$ cat src/rtl/dmac_pkg.sv
package dmac_pkg;

    typedef enum logic [1:0] {
        MD_FIXED = 2'd0,
        MD_SRC   = 2'd1,
        MD_DST   = 2'd2
    } mode_e;

    typedef enum logic [1:0] {
        RG_SRC  = 2'd0,
        RG_DST  = 2'd1,
        RG_CNT  = 2'd2,
        RG_CTRL = 2'd3
    } reg_e;

    typedef enum logic [1:0] {
        ST_IDLE = 2'd0,
        ST_RD   = 2'd1,
        ST_WR   = 2'd2
    } bus_st_e;

endpackage

$ cat src/rtl/dmac_channel.sv
module dmac_channel
    import dmac_pkg::*;
#(
    parameter int AW   = 20,
    parameter int RW   = 24,
    parameter int CW   = 16,
    parameter int NREQ = 24,
    parameter int SELW = 5
) (
    input  logic            clk,
    input  logic            rst_n,
    input  logic            wr_en,
    input  reg_e            idx,
    input  logic [RW-1:0]   wdata,
    output logic [RW-1:0]   rdata,
    input  logic [NREQ-1:0] req_in,
    input  logic            start,
    input  logic            done,
    output logic            pend,
    output logic [AW-1:0]   src,
    output logic [AW-1:0]   dst,
    output logic            wide,
    output logic            irq
);
    localparam int TV     = 1 << SELW;
    localparam int P_WIDE = SELW;
    localparam int P_MODE = SELW + 1;
    localparam int P_EN   = SELW + 3;
    localparam int P_SW   = SELW + 4;

    typedef struct packed {
        logic [RW-1:0]   src_rld;
        logic [RW-1:0]   dst_rld;
        logic [CW-1:0]   cnt_rld;
        logic [AW-1:0]   src_w;
        logic [AW-1:0]   dst_w;
        logic [CW-1:0]   cnt_w;
        logic [SELW-1:0] sel;
        logic            wide;
        mode_e           mode;
        logic            en;
        logic            pend;
        logic            irq;
    } ch_s;

    ch_s ch_d, ch_q;

    always_comb begin
        logic [AW-1:0] step;
        logic [TV-1:0] trig_vec;
        logic          reload;
        logic          en_rise;
        logic          sw;

        ch_d     = ch_q;
        ch_d.irq = 1'b0;
        reload   = 1'b0;
        en_rise  = 1'b0;
        sw       = 1'b0;
        step     = ch_q.wide ? AW'(2) : AW'(1);

        // unit completed: count down and step, or underflow
        if (done) begin
            if (ch_q.cnt_w == '0) begin
                ch_d.irq = 1'b1;
                reload   = 1'b1;
            end else begin
                ch_d.cnt_w = ch_q.cnt_w - 1'b1;
                if (ch_q.mode == MD_SRC) ch_d.src_w = ch_q.src_w + step;
                if (ch_q.mode == MD_DST) ch_d.dst_w = ch_q.dst_w + step;
            end
        end

        // CPU writes
        if (wr_en) begin
            case (idx)
                RG_SRC: begin
                    ch_d.src_rld = wdata;
                    if (ch_q.mode != MD_SRC) ch_d.src_w = wdata[AW-1:0];
                end
                RG_DST: begin
                    ch_d.dst_rld = wdata;
                    if (ch_q.mode != MD_DST) ch_d.dst_w = wdata[AW-1:0];
                end
                RG_CNT: ch_d.cnt_rld = wdata[CW-1:0];
                default: begin
                    ch_d.sel  = wdata[SELW-1:0];
                    ch_d.wide = wdata[P_WIDE];
                    case (wdata[P_MODE +: 2])
                        2'd1:    ch_d.mode = MD_SRC;
                        2'd2:    ch_d.mode = MD_DST;
                        default: ch_d.mode = MD_FIXED;
                    endcase
                    ch_d.en = wdata[P_EN];
                    en_rise = wdata[P_EN] & ~ch_q.en;
                    sw      = wdata[P_SW];
                end
            endcase
        end

        // reload of count and stepping side
        if (reload || en_rise) begin
            ch_d.cnt_w = ch_d.cnt_rld;
            if (ch_d.mode == MD_SRC) ch_d.src_w = ch_d.src_rld[AW-1:0];
            if (ch_d.mode == MD_DST) ch_d.dst_w = ch_d.dst_rld[AW-1:0];
        end

        // trigger select: lines, then software, then nothing
        trig_vec  = TV'({sw, req_in});
        ch_d.pend = ch_d.en & ((ch_q.pend & ~start) | trig_vec[ch_d.sel]);
    end

    always_ff @(posedge clk) begin
        if (!rst_n) ch_q <= '0;
        else        ch_q <= ch_d;
    end

    always_comb begin
        rdata = '0;
        case (idx)
            RG_SRC: rdata = ch_q.src_rld;
            RG_DST: rdata = ch_q.dst_rld;
            RG_CNT: rdata = RW'(ch_q.cnt_rld);
            default: begin
                rdata[SELW-1:0]     = ch_q.sel;
                rdata[P_WIDE]       = ch_q.wide;
                rdata[P_MODE +: 2]  = ch_q.mode;
                rdata[P_EN]         = ch_q.en;
            end
        endcase
    end

    assign pend = ch_q.pend;
    assign src  = ch_q.src_w;
    assign dst  = ch_q.dst_w;
    assign wide = ch_q.wide;
    assign irq  = ch_q.irq;

endmodule

$ cat src/rtl/dmac_arb.sv
module dmac_arb #(
    parameter int NCH = 2,
    parameter int IDW = 1
) (
    input  logic [NCH-1:0] pend,
    output logic           gnt_valid,
    output logic [IDW-1:0] gnt_id
);
    always_comb begin
        gnt_valid = |pend;
        gnt_id    = '0;
        for (int i = NCH - 1; i >= 0; i--) begin
            if (pend[i]) gnt_id = IDW'(i);
        end
    end
endmodule

$ cat src/rtl/dmac_bus.sv
module dmac_bus
    import dmac_pkg::*;
#(
    parameter int AW  = 20,
    parameter int DW  = 16,
    parameter int IDW = 1
) (
    input  logic           clk,
    input  logic           rst_n,
    input  logic           go,
    input  logic [IDW-1:0] go_id,
    input  logic [AW-1:0]  go_src,
    input  logic [AW-1:0]  go_dst,
    input  logic           go_wide,
    output logic           idle,
    output logic           done,
    output logic [IDW-1:0] done_id,
    output logic           bus_req,
    output logic           bus_we,
    output logic [AW-1:0]  bus_addr,
    output logic           bus_wide,
    output logic [DW-1:0]  bus_wdata,
    input  logic [DW-1:0]  bus_rdata,
    input  logic           bus_ack
);
    typedef struct packed {
        bus_st_e        st;
        logic [IDW-1:0] id;
        logic [AW-1:0]  src;
        logic [AW-1:0]  dst;
        logic           wide;
        logic [DW-1:0]  data;
    } bus_s;

    bus_s b_d, b_q;

    always_comb begin
        b_d = b_q;
        case (b_q.st)
            ST_IDLE: if (go) begin
                b_d.st   = ST_RD;
                b_d.id   = go_id;
                b_d.src  = go_src;
                b_d.dst  = go_dst;
                b_d.wide = go_wide;
            end
            ST_RD: if (bus_ack) begin
                b_d.st   = ST_WR;
                b_d.data = bus_rdata;
            end
            ST_WR: if (bus_ack) b_d.st = ST_IDLE;
            default: b_d.st = ST_IDLE;
        endcase
    end

    always_ff @(posedge clk) begin
        if (!rst_n) b_q <= '0;
        else        b_q <= b_d;
    end

    assign idle      = (b_q.st == ST_IDLE);
    assign done      = (b_q.st == ST_WR) & bus_ack;
    assign done_id   = b_q.id;
    assign bus_req   = (b_q.st != ST_IDLE);
    assign bus_we    = (b_q.st == ST_WR);
    assign bus_addr  = bus_we ? b_q.dst : b_q.src;
    assign bus_wide  = b_q.wide;
    assign bus_wdata = b_q.data;
endmodule

$ cat src/rtl/dmac_top.sv
module dmac_top
    import dmac_pkg::*;
#(
    parameter int NCH  = 2,
    parameter int NREQ = 24,
    parameter int AW   = 20,
    parameter int RW   = 24,
    parameter int CW   = 16,
    parameter int DW   = 16,
    parameter int IDW  = $clog2(NCH),
    parameter int RAW  = IDW + 2,
    parameter int SELW = $clog2(NREQ + 1)
) (
    input  logic            clk,
    input  logic            rst_n,
    input  logic            reg_wr,
    input  logic [RAW-1:0]  reg_addr,
    input  logic [RW-1:0]   reg_wdata,
    output logic [RW-1:0]   reg_rdata,
    input  logic [NREQ-1:0] req_in,
    output logic            bus_req,
    output logic            bus_we,
    output logic [AW-1:0]   bus_addr,
    output logic            bus_wide,
    output logic [DW-1:0]   bus_wdata,
    input  logic [DW-1:0]   bus_rdata,
    input  logic            bus_ack,
    output logic [NCH-1:0]  irq
);
    logic [IDW-1:0] reg_ch;
    logic [NCH-1:0] pend_vec, start_vec, done_vec, wide_vec;
    logic [AW-1:0]  src_arr [NCH];
    logic [AW-1:0]  dst_arr [NCH];
    logic [RW-1:0]  rd_arr  [NCH];
    logic           gnt_valid, bus_idle, bus_done;
    logic [IDW-1:0] gnt_id, done_id;

    assign reg_ch = reg_addr[RAW-1:2];

    for (genvar g = 0; g < NCH; g++) begin : g_ch
        assign start_vec[g] = bus_idle & gnt_valid & (gnt_id == IDW'(g));
        assign done_vec[g]  = bus_done & (done_id == IDW'(g));

        dmac_channel #(
            .AW(AW), .RW(RW), .CW(CW), .NREQ(NREQ), .SELW(SELW)
        ) i_ch (
            .clk    (clk),
            .rst_n  (rst_n),
            .wr_en  (reg_wr & (reg_ch == IDW'(g))),
            .idx    (reg_e'(reg_addr[1:0])),
            .wdata  (reg_wdata),
            .rdata  (rd_arr[g]),
            .req_in (req_in),
            .start  (start_vec[g]),
            .done   (done_vec[g]),
            .pend   (pend_vec[g]),
            .src    (src_arr[g]),
            .dst    (dst_arr[g]),
            .wide   (wide_vec[g]),
            .irq    (irq[g])
        );
    end

    assign reg_rdata = rd_arr[reg_ch];

    dmac_arb #(.NCH(NCH), .IDW(IDW)) i_arb (
        .pend      (pend_vec),
        .gnt_valid (gnt_valid),
        .gnt_id    (gnt_id)
    );

    dmac_bus #(.AW(AW), .DW(DW), .IDW(IDW)) i_bus (
        .clk       (clk),
        .rst_n     (rst_n),
        .go        (gnt_valid),
        .go_id     (gnt_id),
        .go_src    (src_arr[gnt_id]),
        .go_dst    (dst_arr[gnt_id]),
        .go_wide   (wide_vec[gnt_id]),
        .idle      (bus_idle),
        .done      (bus_done),
        .done_id   (done_id),
        .bus_req   (bus_req),
        .bus_we    (bus_we),
        .bus_addr  (bus_addr),
        .bus_wide  (bus_wide),
        .bus_wdata (bus_wdata),
        .bus_rdata (bus_rdata),
        .bus_ack   (bus_ack)
    );
endmodule

$ cat config.mk
export PLATFORM = sky130hd
export DESIGN_NAME = dmac_top
export DESIGN_NICKNAME = d
export VERILOG_FILES = /design/src/rtl/dmac_pkg.sv /design/src/rtl/dmac_channel.sv /design/src/rtl/dmac_arb.sv /design/src/rtl/dmac_bus.sv /design/src/rtl/dmac_top.sv
export SDC_FILE = /design/constraint.sdc
export NUM_CORES = 1
export LEC_CHECK = 0
export ABC_AREA = 1
export BUFFER_PORTS_ARGS = -buffer_cell sky130_fd_sc_hd__clkbuf_2
export CORE_MARGIN = 5
export CORE_UTILIZATION = 55
export DETAILED_ROUTE_END_ITERATION = 8
export PLACE_DENSITY_LB_ADDON = 0.08
export SLEW_MARGIN = 5
export SYNTH_ARGS = -nofsm -noshare
export SYNTH_HDL_FRONTEND = slang
export SYNTH_SLANG_ARGS = --single-unit
$ cat constraint.sdc
create_clock -name clk -period 2.4 [get_ports clk]
set_input_delay 0.36 -clock clk [delete_from_list [all_inputs] [get_ports clk]]
set_output_delay 0.36 -clock clk [all_outputs]
set_load 0.01 [all_outputs]
-- After elaboration in Yosys (flattened, before gate mapping)
Cells that the tools add are included.
- bits in registers: 322
- output and inout bits: 65
- reductions and logical operators: 22
- add/subtract/negate cells: 6
- equality and inequality tests: 23
- muxes and demuxes: 74
- order comparisons: 5
- bitwise gates (word level): 26
- operators by type and width (cell ; number):
    20-bit two-way mux ; 25
    56-bit two-way mux ; 6
    100-bit two-way mux ; 2
    24-bit two-way mux ; 5
    15-bit one-hot mux with 3 select lines ; 2
    20-bit adder ; 4
    9-bit one-hot mux with 3 select lines ; 2
    44-bit two-way mux ; 1
    9-bit two-way mux ; 4
    16-bit zero test ; 2
    16-bit two-way mux ; 2
    16-bit by 1-bit subtractor with 16-bit output (second input constant) ; 2
    2-bit AND reduction ; 10
    1-bit two-way mux ; 17
    1-bit AND ; 14
    2-bit by 1-bit == test with 1-bit output (second input constant) ; 7
    2-bit == test (second input constant) ; 7
    2-bit inequality test (second input constant) ; 7
    5-bit by 6-bit less-than comparator with 1-bit output (second input constant) ; 2
    1-bit binary-select mux with 5-bit select ; 2
    2-bit two-way mux ; 4
    1-bit inverter ; 8
    2-bit one-hot mux with 3 select lines ; 1
    2-bit nonzero test ; 3
    other kinds (11) ; 17

-- Depth between registers and ports, before layout
Gate-level depths: netlist of the first run.
- depth after elaboration: 10
- mapped depth: 15
- gate-level depth less buffers: 14

-- Cells and area by module
A second synthesis of the first run with hierarchy kept.
- cells, all modules: 3063
- area total of the unflattened synthesis: 19427.4 sq um
- by module, submodules not included (module ; instances ; area an instance (sq um) ; cells an instance ; sequential area each (sq um)):
    dmac_channel (g_ch[1].i_ch) ; 1 ; 7751.2 ; 1197 ; 2622.5
    dmac_channel (g_ch[0].i_ch) ; 1 ; 7716.2 ; 1168 ; 2622.5
    dmac_bus ; 1 ; 2951.6 ; 472 ; 1201.2
    dmac_top ; 1 ; 993.5 ; 222 ; 0.0
    dmac_arb ; 1 ; 15.0 ; 4 ; 0.0

-- Worst setup path before layout of the first run
Ideal clock, no wire load.
- kind: reg-to-reg
- from: register g_ch[1].i_ch.ch_q (netlist bit g_ch[1].i_ch.wide)
- to: register g_ch[1].i_ch.ch_q (netlist bit g_ch[1].i_ch.dst[4])
- cell stages (with the launch flop): 12
- required time: 2330 ps
- setup time: 70 ps
- slack: 308 ps
- data arrival time: 2022 ps
- path buffers: 0
- clock period less this slack: 2092 ps
- cells stage by stage: dfxtp_1 > inv_1 > ha_1 > inv_1 > fa_1 > nand3b_1 > nor2_1 > nand3_1 > or2_2 > nand3_1 > o21ai_0 > a21oi_1
- cells in the longest elaborated chain, start to end: 10
- ends and longest elaborated chain (element ; RTL line ; source):
    start, declared ; dmac_channel.sv:46 ; ch_s ch_d, ch_q;
    start signal, assigned ; dmac_channel.sv:115 ; else ch_q <= ch_d;
    2-bit two-way mux * ; dmac_channel.sv:60 ; step = ch_q.wide ? AW'(2) : AW'(1);
    20-bit adder * ; dmac_channel.sv:70 ; if (ch_q.mode == MD_DST) ch_d.dst_w = ch_q.dst_w + step;
    20-bit two-way mux * ; dmac_channel.sv:70 ;
    56-bit two-way mux * ; dmac_channel.sv:64 ; if (ch_q.cnt_w == '0) begin
    56-bit two-way mux * ; dmac_channel.sv:63 ; if (done) begin
    20-bit two-way mux ; dmac_channel.sv:83 ; if (ch_q.mode != MD_DST) ch_d.dst_w = wdata[AW-1:0];
    20-bit two-way mux ; dmac_channel.sv:76 ; case (idx)
    100-bit two-way mux * ; dmac_channel.sv:75 ; if (wr_en) begin
    20-bit two-way mux ; dmac_channel.sv:105 ; if (ch_d.mode == MD_DST) ch_d.dst_w = ch_d.dst_rld[AW-1:0];
    56-bit two-way mux * ; dmac_channel.sv:102 ; if (reload || en_rise) begin
Every way passes the cells marked *; elsewhere a longest branch is shown, timed or not. The select of a mux whose other input is x is not followed.
A chain may end at the register's enable or synchronous reset.

-- Final worst setup path of the first run
- from: input reg_addr[1]
- to: output reg_rdata[7]
- cells in the longest elaborated chain, start to end: 5
- elaborated cells between the ends (all ways): 8
- ends and longest elaborated chain (element ; RTL line ; source):
    start, declared ; dmac_top.sv:17 ; input logic [RAW-1:0] reg_addr,
    2-bit == test (tied with other cells) ; dmac_channel.sv:120 ; case (idx)
    9-bit one-hot mux with 3 select lines ; dmac_channel.sv:120 ;
    24-bit two-way mux (not written as such) * (3 in a row) ; dmac_top.sv:64 ; assign reg_rdata = rd_arr[reg_ch];
    end, declared ; dmac_top.sv:19 ; output logic [RW-1:0] reg_rdata,
Marked as above.

==> impl_metrics.tcl, run 1 <==
set metrics [dict create \
    status "finished clean" \
    viasPerCell 5.91 \
    drt-total-wl_mm 69.9 \
    p_int_uw 9250 \
    core_um2 31400 \
    syn_nets 2768 \
    yosys.area_share.simple_pct 29.5 \
    power_uw 12700 \
    p_leak_uw 0.00850 \
    track_usage_pct 37.8 \
    dp_hpwl_mm 52.9 \
    critPathKind "in -> out" \
    drive_above_1_share_pct 14.2 \
    final_cells 3277 \
    power_density_nw_per_um2 622 \
    worstSetupEndpointType "output port" \
    cp.arrival_ns 2.01 \
    dp.cells 3205 \
    power_switching_uw 3450 \
    overflow 0 \
    hp-class "in -> reg" \
    relSlewSlack_pct 35.7 \
    swShare_pct 27.2 \
    synth_seq_cells 322 \
    tightest_slew_ns 0.961 \
    initial_utilization_pct 55.4 \
    clkSinkCount 322 \
    synth_compound_area_share_pct 19.6 \
    avgSynthCellArea_um2 6.48 \
    drc_errors 0 \
    post-route-period-util_pct 98.9 \
    placed_cell_area_um2 19000 \
    syn_to_final_growth_pct 17.3 \
    drv_cap 0 \
    vdd_drop_max_uv 622 \
    synth_top_family_by_area "simple AND/OR/NAND/NOR gates" \
    dp_slack_ns 0.0146 \
    worst_slack_ns 0.0261 \
    r2r_start "g_ch[0].i_ch.wide" \
    crit_path_start_kind "primary input" \
    cts_root_buf "clkbuf_16" \
    worstPathMaxFanout 9 \
    design_area_um2 20400 \
    finalSetupViolations 0 \
    power_frac_seq_pct 44.2 \
    grt_max_degree 53 \
    clock_skew_ns 0.0127 \
    routabilityCongestion 1.09 \
    final_nets 2932 \
    synth_fa_ha_area_share_pct 1.18 \
    die_width_um 188 \
    synth-edff-count 0 \
    synth_cells 2683 \
    antenna_found_initial 0 \
    syn_area_um2 17400 \
    hold_path_startpoint "bus_rdata[12]" \
    synthMuxAreaShare_pct 0.691 \
    max_freq_mhz 421 \
    tns_ns 0 \
    drt-initial-drc-count 2423 \
    drv_slew 0 \
    synth-async-reset-ratio_pct 0 \
    clockBufferDepth 3 \
    ant_nets 0 \
    synth_xor_area_share_pct 1.36 \
    insertion_delay_ns 0.53 \
    cts_tree "yes" \
    grt_pass1_wl_mm 105 \
    power_frac_clock_pct 44.8 \
    p_comb_share_pct 11.0 \
    cts_buffers 36 \
    vias 19351 \
    final-hold-violation-count 0 \
    ys_types 48 \
    yosys_warnings 0 \
    drt_pre_antenna_iters 6 \
    clk_pin_slew_ns 0.06 \
    cts_max_level 2 \
    synth_flop_cell "dfxtp_1" \
    io_buffers 135 \
    ys_seq_area_share_pct 37.1 \
    rsz0062_at_grt "yes" \
    routedWlPerCell_um 21.3 \
    rows 65 \
    ios 136 \
    die_h_um 188 \
    design.die.area_um2 35300 \
    crit_required_ns 2.04 \
    first_global_vias 17824 \
    fin_crit_ns 2.37 \
    startpoint "reg_addr[1]" \
]
==> sequential cells by signal, summed over array words and instances, names as in the netlist <==
name and flops:
g_ch.i_ch.dst 40, i_bus.bus_wide 1, i_bus.bus_wdata 16, i_bus.b_q 42
g_ch.i_ch.irq 2, g_ch.i_ch.wide 2, i_bus.done_id 1, g_ch.i_ch.src 40
g_ch.i_ch.ch_q 176, g_ch.i_ch.pend 2
==> layout by cell type (no fill, tap or decap), types with 12 or more instances in the layout <==
cell type,Yosys,final
nor3_1,27,24
a31oi_1,50,50
inv_1,289,283
nand2_1,684,683
nor2_1,289,274
nor2_2,6,19
o22ai_1,47,46
mux2i_1,12,12
a21oi_1,238,238
nand3_1,179,174
o21ai_1,9,13
clkbuf_16,0,37
inv_2,15,17
dfxtp_1,322,322
xor2_1,20,20
buf_4,20,131
a221oi_1,29,29
nand4_1,23,23
clkbuf_2,0,134
o21ai_0,191,187
==> through the flow <==
| step | utilization [%] | hold WS [ns] |
|---|---|---|
| floorplan | - | 0.424 |
| global placement | 60.6 | 0.431 |
| detailed placement | 60.6 | 0.436 |
| CTS | 64.4 | 0.107 |
| global route | 65.0 | 0.135 |
| finish | 65.0 | 0.116 |
==> per-layer routing <==
metal / routed length, um / GRT usage, %
met1: 27100 / 50.2
met2: 30600 / 59.5
met3: 7840 / 6.89
met4: 4260 / 18.7
met5: 0 / 0
==> critical path, cell delays in order <==
cell,delay [ns]
clkbuf_2,0.10
buf_4,0.16
inv_1,0.08
nor2_2,0.17
inv_2,0.14
buf_4,0.18
o22ai_1,0.21
a221oi_1,0.10
o22ai_1,0.31
clkbuf_2,0.21
==> power groups by stage <==
stage | registers [uW] | clock network, uW | logic [uW]
after CTS | 5600 | 5710 | 1340
after detailed placement | 5720 | 0 | 1330
after floorplan | 5670 | 0 | 767
after global placement | 5720 | 0 | 1320
after global routing | 5620 | 5940 | 1500
final | 5610 | 5680 | 1400
==> synthesized netlist by cell type (4+ instances only) <==
cell type | n | share of area [%]
clkinv_1 | 5 | 0.11
nand4_1 | 23 | 0.83
a22oi_1 | 4 | 0.17
o221ai_1 | 6 | 0.30
o21ai_0 | 191 | 5.5
nand2_1 | 684 | 15
a211oi_1 | 7 | 0.30
a31oi_1 | 50 | 1.8
ha_1 | 10 | 0.72
dfxtp_1 | 322 | 37
inv_1 | 289 | 6.2
o21ai_1 | 9 | 0.26
o311ai_0 | 4 | 0.20
buf_4 | 20 | 0.86
nor2_4 | 7 | 0.45
nand2_2 | 6 | 0.22
nor2_1 | 289 | 6.2
a32oi_1 | 4 | 0.20
xnor2_1 | 7 | 0.35
mux2i_1 | 12 | 0.69
clkbuf_1 | 93 | 2.0
o211ai_1 | 5 | 0.22
a21oi_1 | 238 | 6.8
xor2_1 | 20 | 1.0
buf_2 | 25 | 0.72
inv_2 | 15 | 0.32
o22ai_1 | 47 | 1.7
nand3_1 | 179 | 5.2
fa_1 | 4 | 0.46
nand3b_1 | 9 | 0.39
a221oi_1 | 29 | 1.5
buf_1 | 9 | 0.19
or2_2 | 4 | 0.14
nor3_1 | 27 | 0.78
nor2_2 | 6 | 0.22
nor4_1 | 5 | 0.18
==> worst paths after layout <==
kind	to	slack, ns	cells past startpoint
worst min register to register	i_bus.bus_wdata[5]	0.44	2
worst max register to register	g_ch[0].i_ch.src[14]	0.08	12
worst min-delay path	i_bus.bus_wdata[12]	0.12	3
worst max-delay path	reg_rdata[7]	0.03	10
==> layout make-up <==
type | count | area (um^2)
Tap cell | 402 | 503
Clock inverter | 15 | 179
Antenna cell | 1 | 2.50
Timing Repair inverter | 1 | 5.00
Clock buffer | 50 | 1020
Sequential cell | 322 | 6450
Timing Repair Buffer | 275 | 1860
Fill cell | 2971 | 11000
Multi-Input combinational cell | 1902 | 9210
Inverter | 309 | 1180
==> cells by family after synthesis <==
| logic type | count (synthesis) |
|---|---|
| simple gates | 1242 |
| compound gates | 607 |
| mux | 12 |
| flops | 322 |
| xor+xnor | 27 |
| fa+ha+maj | 14 |
| buf+inv | 459 |
==> what timing repair did <==
item	CTS	global route
hold buffers	0	0
resized for setup	1	41
cloned	0	2
pin swaps	0	8
endpoints found under the setup margin	12	84
setup buffers	0	4
No activity file was read; power rests on OpenSTA's default activity.
==> run 2, diff against run 1 <==
==> constraint.sdc (replaced) <==
create_clock -name clk -period 3 [get_ports clk]
set_input_delay 0.45 -clock clk [delete_from_list [all_inputs] [get_ports clk]]
set_output_delay 0.45 -clock clk [all_outputs]
set_load 0.01 [all_outputs]
==> run 2 against run 1 <==
  * Cell area fell by 3.4%
  * Combinational power down 25%
  * Register-to-register slack gained 0.15 ns
  * Utilization fell by 2.2 points
  * Critical path type is now reg -> reg
  * Hold slack better by 0.077 ns
  * Clock power shrank 13%
  * Worst setup slack better by 0.20 ns
  * Die area stayed put
==> impl_metrics.tcl, run 2 (synthesis results as in run 1) <==
set metrics [dict create \
    power_density_nw_per_um2 531 \
    io_buffers 135 \
    tns_ns 0 \
    critPathKind "reg -> reg" \
    core_um2 31400 \
    top_regs "g_ch.i_ch.ch_q x176, i_bus.b_q x42" \
    antenna_found_initial 0 \
    insertion_delay_ns 0.54 \
    clock_skew_ns 0.0148 \
    clk_pin_slew_ns 0.06 \
    whs_ns 0.193 \
    first_global_vias 17281 \
    clkSinkCount 322 \
    grt_max_degree 137 \
    overflow 0 \
    final_nets 2854 \
    final_cell_mix "nand2_1, dfxtp_1, inv_1" \
    cts_hold_buf 0 \
    cts_root_buf "clkbuf_16" \
    initial_utilization_pct 55.4 \
    track_usage_pct 37.1 \
    num_antenna_cells 0 \
    drv_cap 0 \
    crit_required_ns 3.47 \
    grt_pass1_wl_mm 103 \
    drt_pre_antenna_iters 6 \
    p_leak_uw 0.00815 \
    drv_slew 0 \
    placed_cell_area_um2 18400 \
    cpPeakStageDelay_ns 0.45 \
    fin_crit_ns 2.77 \
    design.die.area_um2 35300 \
    largest-register "g_ch.i_ch.ch_q" \
    drc_errors 0 \
    worstPathMaxFanout 5 \
    drt-initial-drc-count 2726 \
    postCtsSetupBuffers 0 \
    worst_slack_ns 0.226 \
    vias 19100 \
    critical_path.top_delay_family "simple AND/OR/NAND/NOR gates" \
    ios 136 \
    cts_buffers 38 \
    reg2reg_slack_ns 0.23 \
    final_common_cell "nand2_1" \
    post-route-period-util_pct 92.5 \
    drt-total-wl_mm 68.4 \
    design_area_um2 19700 \
    clockBufferDepth 3 \
    worstSetupEndpointType "register" \
    vdd_drop_max_uv 503 \
    dp_slack_ns 0.368 \
    cts_tree "yes" \
    tightest_slew_ns 0.975 \
    rows 65 \
    final-hold-violation-count 0 \
    viasPerCell 5.97 \
    worstPathCellList "inv_1 -> ha_1 -> inv_1 -> fa_1 -> nand3b_1 -> nor3_1 -> nand3_1 -> nor2_1 -> nand2_1 -> nand3_1 -> nand2_1 -> a21oi_1" \
    cp.arrival_ns 3.24 \
    die_h_um 188 \
    cts_max_level 2 \
    worst-path-buf-inv 2 \
    ant_nets 0 \
    slowest_stage "dfxtp_1" \
    relSlewSlack_pct 34.8 \
    rsz0062_at_grt "no" \
    largest_reg_flops 176 \
    crit_path_start_kind "register" \
    hp-class "in -> reg" \
    drive_above_1_share_pct 10.9 \
    finalSetupViolations 0 \
    ctsResizeCount 0 \
    max_freq_mhz 361 \
    syn_to_final_growth_pct 13.4 \
    routedWlPerCell_um 21.4 \
    routabilityCongestion 1.05 \
    dp_hpwl_mm 51.0 \
    status "finished clean" \
    die_width_um 188 \
]
## run 2: changes by cell type in the layout (fill, tap and decap cells not counted), moves of 5 or more
cell / change
inv_1: +5
nand3_2: -5
buf_4: -71
buf_12: -7
clkinvlp_4: -5
nor2_2: -10
nor2_1: +11
nand3_1: +5
clkbuf_8: +6
## run 2: routing by layer
layer	wire (um)	vias up	global-route usage (%)
met5	0	-	0
met4	4690	0	20.9
met3	7240	192	6.20
met2	28700	1113	55.0
met1	27700	8820	51.5
li1	-	8975	-
## run 2: layout make-up
type	instances	area, um^2
clock buffers	57	1150
flip-flops and latches	322	6450
fillers	2976	11700
clock inverters	12	181
repair buffers	196	1160
inverters	309	1160
well taps	402	503
multi-input cells	1902	9110
## run 2: where the power goes
group	switching, uW	total, uW	leakage (uW)	internal [uW]
Clock	1910	4920	0.000657	3010
Combinational	740	1050	0.00488	307
Sequential	111	4500	0.00261	4390
Total	2760	10500	0.00815	7700
## run 2: worst reg2reg max path: cells and delay by family (launching register included)
family	cells	cell delay (ns)
and+or+nand+nor	7	1.12
AOI/OAI and AO/OA	1	0.13
adders and majority gates	2	0.63
buffers and inverters	2	0.40
DFF	1	0.45
## run 2: path summary, 6_finish.rpt
path	start	to	depth (start not counted)
worst max-delay path	g_ch[1].i_ch.wide	g_ch[1].i_ch.dst[14]	12
worst min-delay path	bus_rdata[3]	i_bus.bus_wdata[3]	3
worst max register to register	g_ch[1].i_ch.wide	g_ch[1].i_ch.dst[14]	12
worst min register to register	i_bus.bus_wdata[6]	i_bus.bus_wdata[6]	2
## run 2: metrics by stage
| step | util, % | std cells | power (uW) |
|---|---|---|---|
| global placement | 58.6 | 3131 | 5580 |
| global route | 62.8 | 3200 | 10800 |
| floorplan | - | 2683 | 5150 |
| detailed placement | 58.6 | 3131 | 5590 |
| finish | 62.8 | 3200 | 10500 |
| CTS | 62.8 | 3200 | 10400 |
